`config.mk`:
```
export PLATFORM = sky130hd
export DESIGN_NAME = pwm_steer_chop
export DESIGN_NICKNAME = d
export VERILOG_FILES = /design/src/rtl/pwm_steer_pkg.sv /design/src/rtl/steer_shadow.sv /design/src/rtl/chop_carrier.sv /design/src/rtl/steer_lane.sv /design/src/rtl/pwm_steer_chop.sv
export SDC_FILE = /design/constraint.sdc
export NUM_CORES = 1
export LEC_CHECK = 0
export ABC_AREA = 1
export BUFFER_PORTS_ARGS = -buffer_cell sky130_fd_sc_hd__buf_2
export CORE_ASPECT_RATIO = 0.5
export CORE_UTILIZATION = 30
export DETAILED_ROUTE_END_ITERATION = 10
export SYNTH_ARGS = -nofsm -noshare
export SYNTH_HDL_FRONTEND = slang
export SYNTH_SLANG_ARGS = --single-unit
```
`constraint.sdc`:
```
create_clock -name clk -period 1.4 [get_ports clk]
set_input_delay 0 -clock clk [delete_from_list [all_inputs] [get_ports clk]]
set_output_delay 0 -clock clk [all_outputs]
set_load 0.02 [all_outputs]
```
`src/rtl/pwm_steer_pkg.sv`:
```
package pwm_steer_pkg;

  typedef enum logic {
    SIDE_HI = 1'b0,
    SIDE_LO = 1'b1
  } side_e;

  // Position of the disable bit for one output inside the steering word
  function automatic int unsigned dis_bit(input int unsigned phase, input side_e side);
    return 2 * phase + ((side == SIDE_LO) ? 1 : 0);
  endfunction

endpackage

```
`src/rtl/steer_shadow.sv`:
```
module steer_shadow #(
  parameter int unsigned SEG_W   = 9,
  parameter int unsigned GATE_W  = 10,
  parameter logic [SEG_W-1:0] SEG_RST = '0
) (
  input  logic              clk,
  input  logic              rst_n,
  input  logic              load,
  input  logic [SEG_W-1:0]  seg_in,
  input  logic [GATE_W-1:0] gate_in,
  output logic [SEG_W-1:0]  seg_q,
  output logic [GATE_W-1:0] gate_q
);

  logic [SEG_W-1:0]  seg_d;
  logic [GATE_W-1:0] gate_d;

  always_comb begin
    seg_d  = seg_q;
    gate_d = gate_q;
    if (load) begin
      seg_d  = seg_in;
      gate_d = gate_in;
    end
  end

  always_ff @(posedge clk or negedge rst_n) begin
    if (!rst_n) begin
      seg_q  <= SEG_RST;
      gate_q <= '0;
    end else begin
      seg_q  <= seg_d;
      gate_q <= gate_d;
    end
  end

endmodule

```
`src/rtl/chop_carrier.sv`:
```
module chop_carrier #(
  parameter int unsigned HALF_W = 8
) (
  input  logic              clk,
  input  logic              rst_n,
  input  logic              restart,
  input  logic [HALF_W-1:0] half,
  output logic              carrier
);

  logic [HALF_W-1:0] cnt_q, cnt_d;
  logic              car_q, car_d;
  logic              at_end;

  assign at_end = (cnt_q == half);

  always_comb begin
    cnt_d = cnt_q;
    car_d = car_q;
    if (restart) begin
      cnt_d = '0;
      car_d = 1'b1;
    end else if (at_end) begin
      cnt_d = '0;
      car_d = ~car_q;
    end else begin
      cnt_d = cnt_q + 1'b1;
    end
  end

  always_ff @(posedge clk or negedge rst_n) begin
    if (!rst_n) begin
      cnt_q <= '0;
      car_q <= 1'b1;
    end else begin
      cnt_q <= cnt_d;
      car_q <= car_d;
    end
  end

  assign carrier = car_q;

endmodule

```
`src/rtl/steer_lane.sv`:
```
module steer_lane (
  input  logic raw_h,
  input  logic raw_l,
  input  logic xover,
  input  logic dis_h,
  input  logic dis_l,
  input  logic chop_h,
  input  logic chop_l,
  input  logic carrier,
  input  logic shutdown,
  output logic out_h,
  output logic out_l
);

  logic sel_h, sel_l;
  logic gate_h, gate_l;

  always_comb begin
    sel_h  = xover ? raw_l : raw_h;
    sel_l  = xover ? raw_h : raw_l;
    gate_h = chop_h ? carrier : 1'b1;
    gate_l = chop_l ? carrier : 1'b1;
    out_h  = sel_h & gate_h & ~dis_h & ~shutdown;
    out_l  = sel_l & gate_l & ~dis_l & ~shutdown;
  end

endmodule

```
`src/rtl/pwm_steer_chop.sv`:
```
module pwm_steer_chop #(
  parameter int unsigned PHASES = 3,
  parameter int unsigned HALF_W = 8
) (
  input  logic                  clk,
  input  logic                  rst_n,
  input  logic                  sync,
  input  logic [3*PHASES-1:0]   seg_cfg,
  input  logic [HALF_W+1:0]     gate_cfg,
  input  logic [PHASES-1:0]     raw_hi,
  input  logic [PHASES-1:0]     raw_lo,
  input  logic                  shutdown,
  output logic [PHASES-1:0]     out_hi,
  output logic [PHASES-1:0]     out_lo
);

  localparam int unsigned SEG_W  = 3 * PHASES;
  localparam int unsigned GATE_W = HALF_W + 2;
  localparam int unsigned XO_LSB = 2 * PHASES;
  localparam int unsigned CH_HI  = HALF_W;
  localparam int unsigned CH_LO  = HALF_W + 1;
  localparam logic [SEG_W-1:0] SEG_RST = {{PHASES{1'b0}}, {(2*PHASES){1'b1}}};

  logic [SEG_W-1:0]  act_seg;
  logic [GATE_W-1:0] act_gate;
  logic              carrier;

  steer_shadow #(
    .SEG_W  (SEG_W),
    .GATE_W (GATE_W),
    .SEG_RST(SEG_RST)
  ) u_shadow (
    .clk    (clk),
    .rst_n  (rst_n),
    .load   (sync),
    .seg_in (seg_cfg),
    .gate_in(gate_cfg),
    .seg_q  (act_seg),
    .gate_q (act_gate)
  );

  chop_carrier #(
    .HALF_W(HALF_W)
  ) u_carrier (
    .clk    (clk),
    .rst_n  (rst_n),
    .restart(sync),
    .half   (act_gate[HALF_W-1:0]),
    .carrier(carrier)
  );

  for (genvar p = 0; p < PHASES; p++) begin : g_lane
    localparam int unsigned HI_IDX = pwm_steer_pkg::dis_bit(p, pwm_steer_pkg::SIDE_HI);
    localparam int unsigned LO_IDX = pwm_steer_pkg::dis_bit(p, pwm_steer_pkg::SIDE_LO);

    steer_lane u_lane (
      .raw_h   (raw_hi[p]),
      .raw_l   (raw_lo[p]),
      .xover   (act_seg[XO_LSB + p]),
      .dis_h   (act_seg[HI_IDX]),
      .dis_l   (act_seg[LO_IDX]),
      .chop_h  (act_gate[CH_HI]),
      .chop_l  (act_gate[CH_LO]),
      .carrier (carrier),
      .shutdown(shutdown),
      .out_h   (out_hi[p]),
      .out_l   (out_lo[p])
    );
  end

endmodule

```
==> flow_results.org <==
** Timing
- Normalized max-slew margin :: 57.72%
- Max-slew violations :: 0
- After layout, the worst path uses 98.17% of the clock period.
- Setup repair after global routing could not meet its margin everywhere.
- Static timing analysis puts the maximum clock frequency at 727.6 MHz.
- The worst path meets setup with 0.02555 ns of slack.
- Worst-Margin Slew :: 0.6343 ns
- Final Hold Slack :: 0.1592 ns
- Count of endpoints failing hold in the final timing report :: 0
- Final Skew :: 0.006424 ns
- The worst path in the final design needs a cycle of 1.374 ns, including I/O delays and setup.
- Setup violations remaining at the end of the flow were counted as 0.

** GRT
- The first global-routing pass estimated 5520 µm of wire.
- Entering global routing, the biggest net connects 30 pins.
- Via count of the first global-routing pass :: 1255
- Global routing usage on met1 :: 17.19%
- Global routing used 13.95% of the available tracks across all layers.
- In the global route stage, met3 resource usage came out at 3.830%.
- Total grt overflow :: 0
- The global routing stage identified its most utilized layer as met2.
- GR Util met2 :: 24.83%
- The initial antenna violation count came to 0.

** Yosys
- Counting instances in the post-synthesis netlist gives the leading cell types as nand2_1, inv_1, dfrtp_1.
- Main area contributors after synthesis :: dfrtp_1, nand2_1, dfstp_2
- Area fraction in compound gates after synthesis :: 6.510%
- Synth Area in Simple Gates :: 28.82%
- Net Count, Synth :: 215
- Synthesized flop and latch total :: 28
- During synthesis, Yosys emitted a total of 0 warnings.
- The synthesized netlist devotes 4.253% of its cell area to XOR and XNOR gates.
- Synthesized instance count :: 185
- Most instantiated flip-flop cell in the synthesis netlist :: dfrtp_1
- Mux cell area share after synthesis :: 0%
- After Yosys synthesis, full adders, half adders and majority gates account for 0.8681% of the synthesized area.
- The share of synthesized area in the top cell type comes to 36.46%.
- Sequential cell area fraction in the yosys report :: 49.22%
- Most numerous cell in the Yosys netlist :: nand2_1
- Post-Syn Area per Cell :: 7.791 µm²
- The number of different library cells used by synthesis comes to 21.
- Proportion of register bits with asynchronous set or reset after synthesis :: 100.0%
- dfrtp_1 takes more of the synthesized area than any other cell.
- EDFF count, synth :: 0
- Mapped Area :: 1441 µm²
- By area, the combinational part of the netlist is dominated by simple AND/OR/NAND/NOR gates.

** Placed design
- Routability-driven placement finished with a final weighted congestion of 0.8640.
- Post-placement setup slack :: 0.1276 ns
- Half-perimeter wire length after placement :: 2124 µm
- In this run the cell area measured after placement is 1639 µm².
- Port buffer count :: 34
- Once placement completed, the tool counted placed cells totaling 276.

** Run status
- The flow ran to the end, and the final reports show no timing, DRC or antenna violations.

** Finish
- Excluding fillers, the count of instances in the completed layout stands at 301.
- Finished layout cell area :: 1939 µm²
- Final layout net count :: 266
- Fraction of final layout cells with drive strength greater than 1 :: 26.38%
- The area growth from synthesis to layout is 34.55%.
- Final antenna diode count :: 0

** Job
- Number of maximum-capacitance constraint violations :: 0

** Clock network
- Root buf cell :: clkbuf_8
- TritonCTS Buffers :: 3
- Clock H-tree levels :: 1
- Total clock sinks :: 28
- Buffer depth of the longest clock path :: 2
- For the worst-skew pair, the clock arrives at the later sink with an insertion delay of 0.28 ns.
- Reg clk slew, reported paths :: 0.10 ns
- Clock tree from TritonCTS :: built

** Detailed routing
- Vias after detailed routing :: 1221
- Vias per cell :: 4.056
- Aggregate routed wire length :: 3088 µm
- In this run, the number of DRC markers left after iteration 0 of detailed routing was 49.
- Number of iterations in the first detailed-routing pass :: 4
- After detailed routing, the average wire length per cell comes to 10.26 µm.
- In this run the remaining antenna-violating nets after routing total 0.
- In the routed design, unresolved DRC markers number 0.

** Floorplan
- From left edge to right edge, the die measures 100.0 µm.
- Io pins :: 35
- Core area :: 4509 µm²
- Measured along the y axis, the die boundary spans 51.02 µm.
- Number of rows in the core area :: 17
- The die covers 5103 µm².
- Once the floorplan was initialized, standard cells occupied 31.96% of the core.

** Worst setup path
- The worst setup path is captured at a primary output.
- For this run, the slowest stage of the critical path takes 0.57 ns.
- STA puts the critical path data arrival time at 1.37 ns.
- Of all nets on the critical path, the largest fanout is 3.
- For the worst setup path, the data required time is 1.40 ns.
- Max stage delay cell, worst path :: dfstp_2
- CP Class :: flip-flop to primary output
- Category of the worst setup path launch point :: flip-flop
- Cell breakdown of the critical path :: nor2_2 -> nor4_2 -> buf_2

** Hold path
- The tightest min-delay check is of the input port to flip-flop type.

** Power
- The internal power of the cells totals 1.274 mW.
- Cell area power density :: 893.3 nW/µm²
- Standby leakage power :: 0.9546 nW
- Of the total power, the share spent switching nets is 26.48%.
- Per report_power, the sequential group accounts for 53.2% of the total.
- In this run the power spent charging and discharging nets is 0.4587 mW.
- Worst voltage drop across the vdd grid :: 0.0003844 V
- Comb pwr share :: 17.7%
- Clk network pwr share :: 29.1%
sequential cells by signal, summed over array words and instances, names as in the netlist:
signal / count
u_shadow.seg_q: 9
u_carrier.cnt_q: 8
u_shadow.gate_q: 10
u_carrier.carrier: 1
area by class of cell:
type / instances / area (µm²)
fillers: 461 / 2570
flip-flops and latches: 28 / 709.4
multi-input cells: 124 / 613.1
repair buffers: 56 / 392.9
inverters: 23 / 86.33
well taps: 66 / 82.58
clock buffers: 4 / 55.05
timing repair:
| item | in CTS | in global routing |
|---|---|---|
| setup endpoints to repair | 2 | 6 |
| endpoints found under the hold margin | 40 | 0 |
| gates resized for setup | 2 | 7 |
| pin swaps | 1 | 1 |
| buffers inserted | 1 | 0 |
| hold buffers | 20 | 0 |
metrics by stage:
step           utilization, %  power [mW]  TNS (ns)
2_1_floorplan               -       1.099         0
3_3_place_gp            36.35       1.182         0
3_5_place_dp            36.35       1.188         0
4_1_cts                 42.37       1.747         0
5_1_grt                 43.01       1.843   -0.1558
6_report                43.01       1.732         0
logic make-up after synthesis:
family / Yosys count
AO/OA/AOI/OAI: 18
flip-flops: 28
adder cells (fa/ha/maj): 1
XOR/XNOR: 7
AND/OR/NAND/NOR: 98
buffers and inverters: 33
placed cells by master (no fill, tap or decap):
| master | count |
|---|---|
| buf_2 | 31 |
| buf_4 | 5 |
| clkbuf_8 | 4 |
| dfrtp_1 | 21 |
| dfstp_2 | 7 |
| dlygate4sd3_1 | 20 |
| ha_1 | 1 |
| inv_1 | 22 |
| inv_2 | 1 |
| nand2_1 | 69 |
| nand2_2 | 2 |
| nand2_4 | 1 |
| nand3_1 | 2 |
| nand3_2 | 1 |
| nor2_1 | 12 |
| nor2_2 | 4 |
| nor3_2 | 1 |
| nor4_1 | 2 |
| nor4_2 | 4 |
| o21ai_0 | 17 |
| o21ai_2 | 1 |
| xnor2_1 | 4 |
| xor2_1 | 3 |
worst paths after layout:
check | startpoint | end | slack (ns) | cells after the start
worst max-delay path | u_carrier.carrier | out_hi[1] | 0.03 | 3
worst min-delay path | sync | u_shadow.seg_q[2] | 0.16 | 4
worst max register to register | u_carrier.cnt_q[0] | u_carrier.cnt_q[6] | 0.12 | 6
worst min register to register | u_shadow.seg_q[3] | u_shadow.seg_q[3] | 0.47 | 2
max in group asynchronous | rst_n | u_carrier.cnt_q[6] | 0.72 | 2
min in group asynchronous | rst_n | u_shadow.gate_q[1] | 0.27 | 2
metal layers:
layer	routed length (µm)	share of wire (%)
met4	8	0.26
met3	104	3.4
met1	1469	48
met5	0	0
met2	1506	49
worst max-delay path: cells and delay by family, from the launching register on:
kind / cells / cell delay [ns]
flops: 1 / 0.57
simple gates: 2 / 0.33
buf+inv: 1 / 0.21
power by group through the flow:
stage / logic [mW] / clock network (mW) / registers, mW
after floorplan: 0.176 / 0 / 0.922
after global placement: 0.251 / 0 / 0.931
after detailed placement: 0.254 / 0 / 0.934
after CTS: 0.301 / 0.527 / 0.920
after global routing: 0.352 / 0.560 / 0.931
final: 0.307 / 0.504 / 0.921
Note: power is estimated with default switching activity, not from simulation.
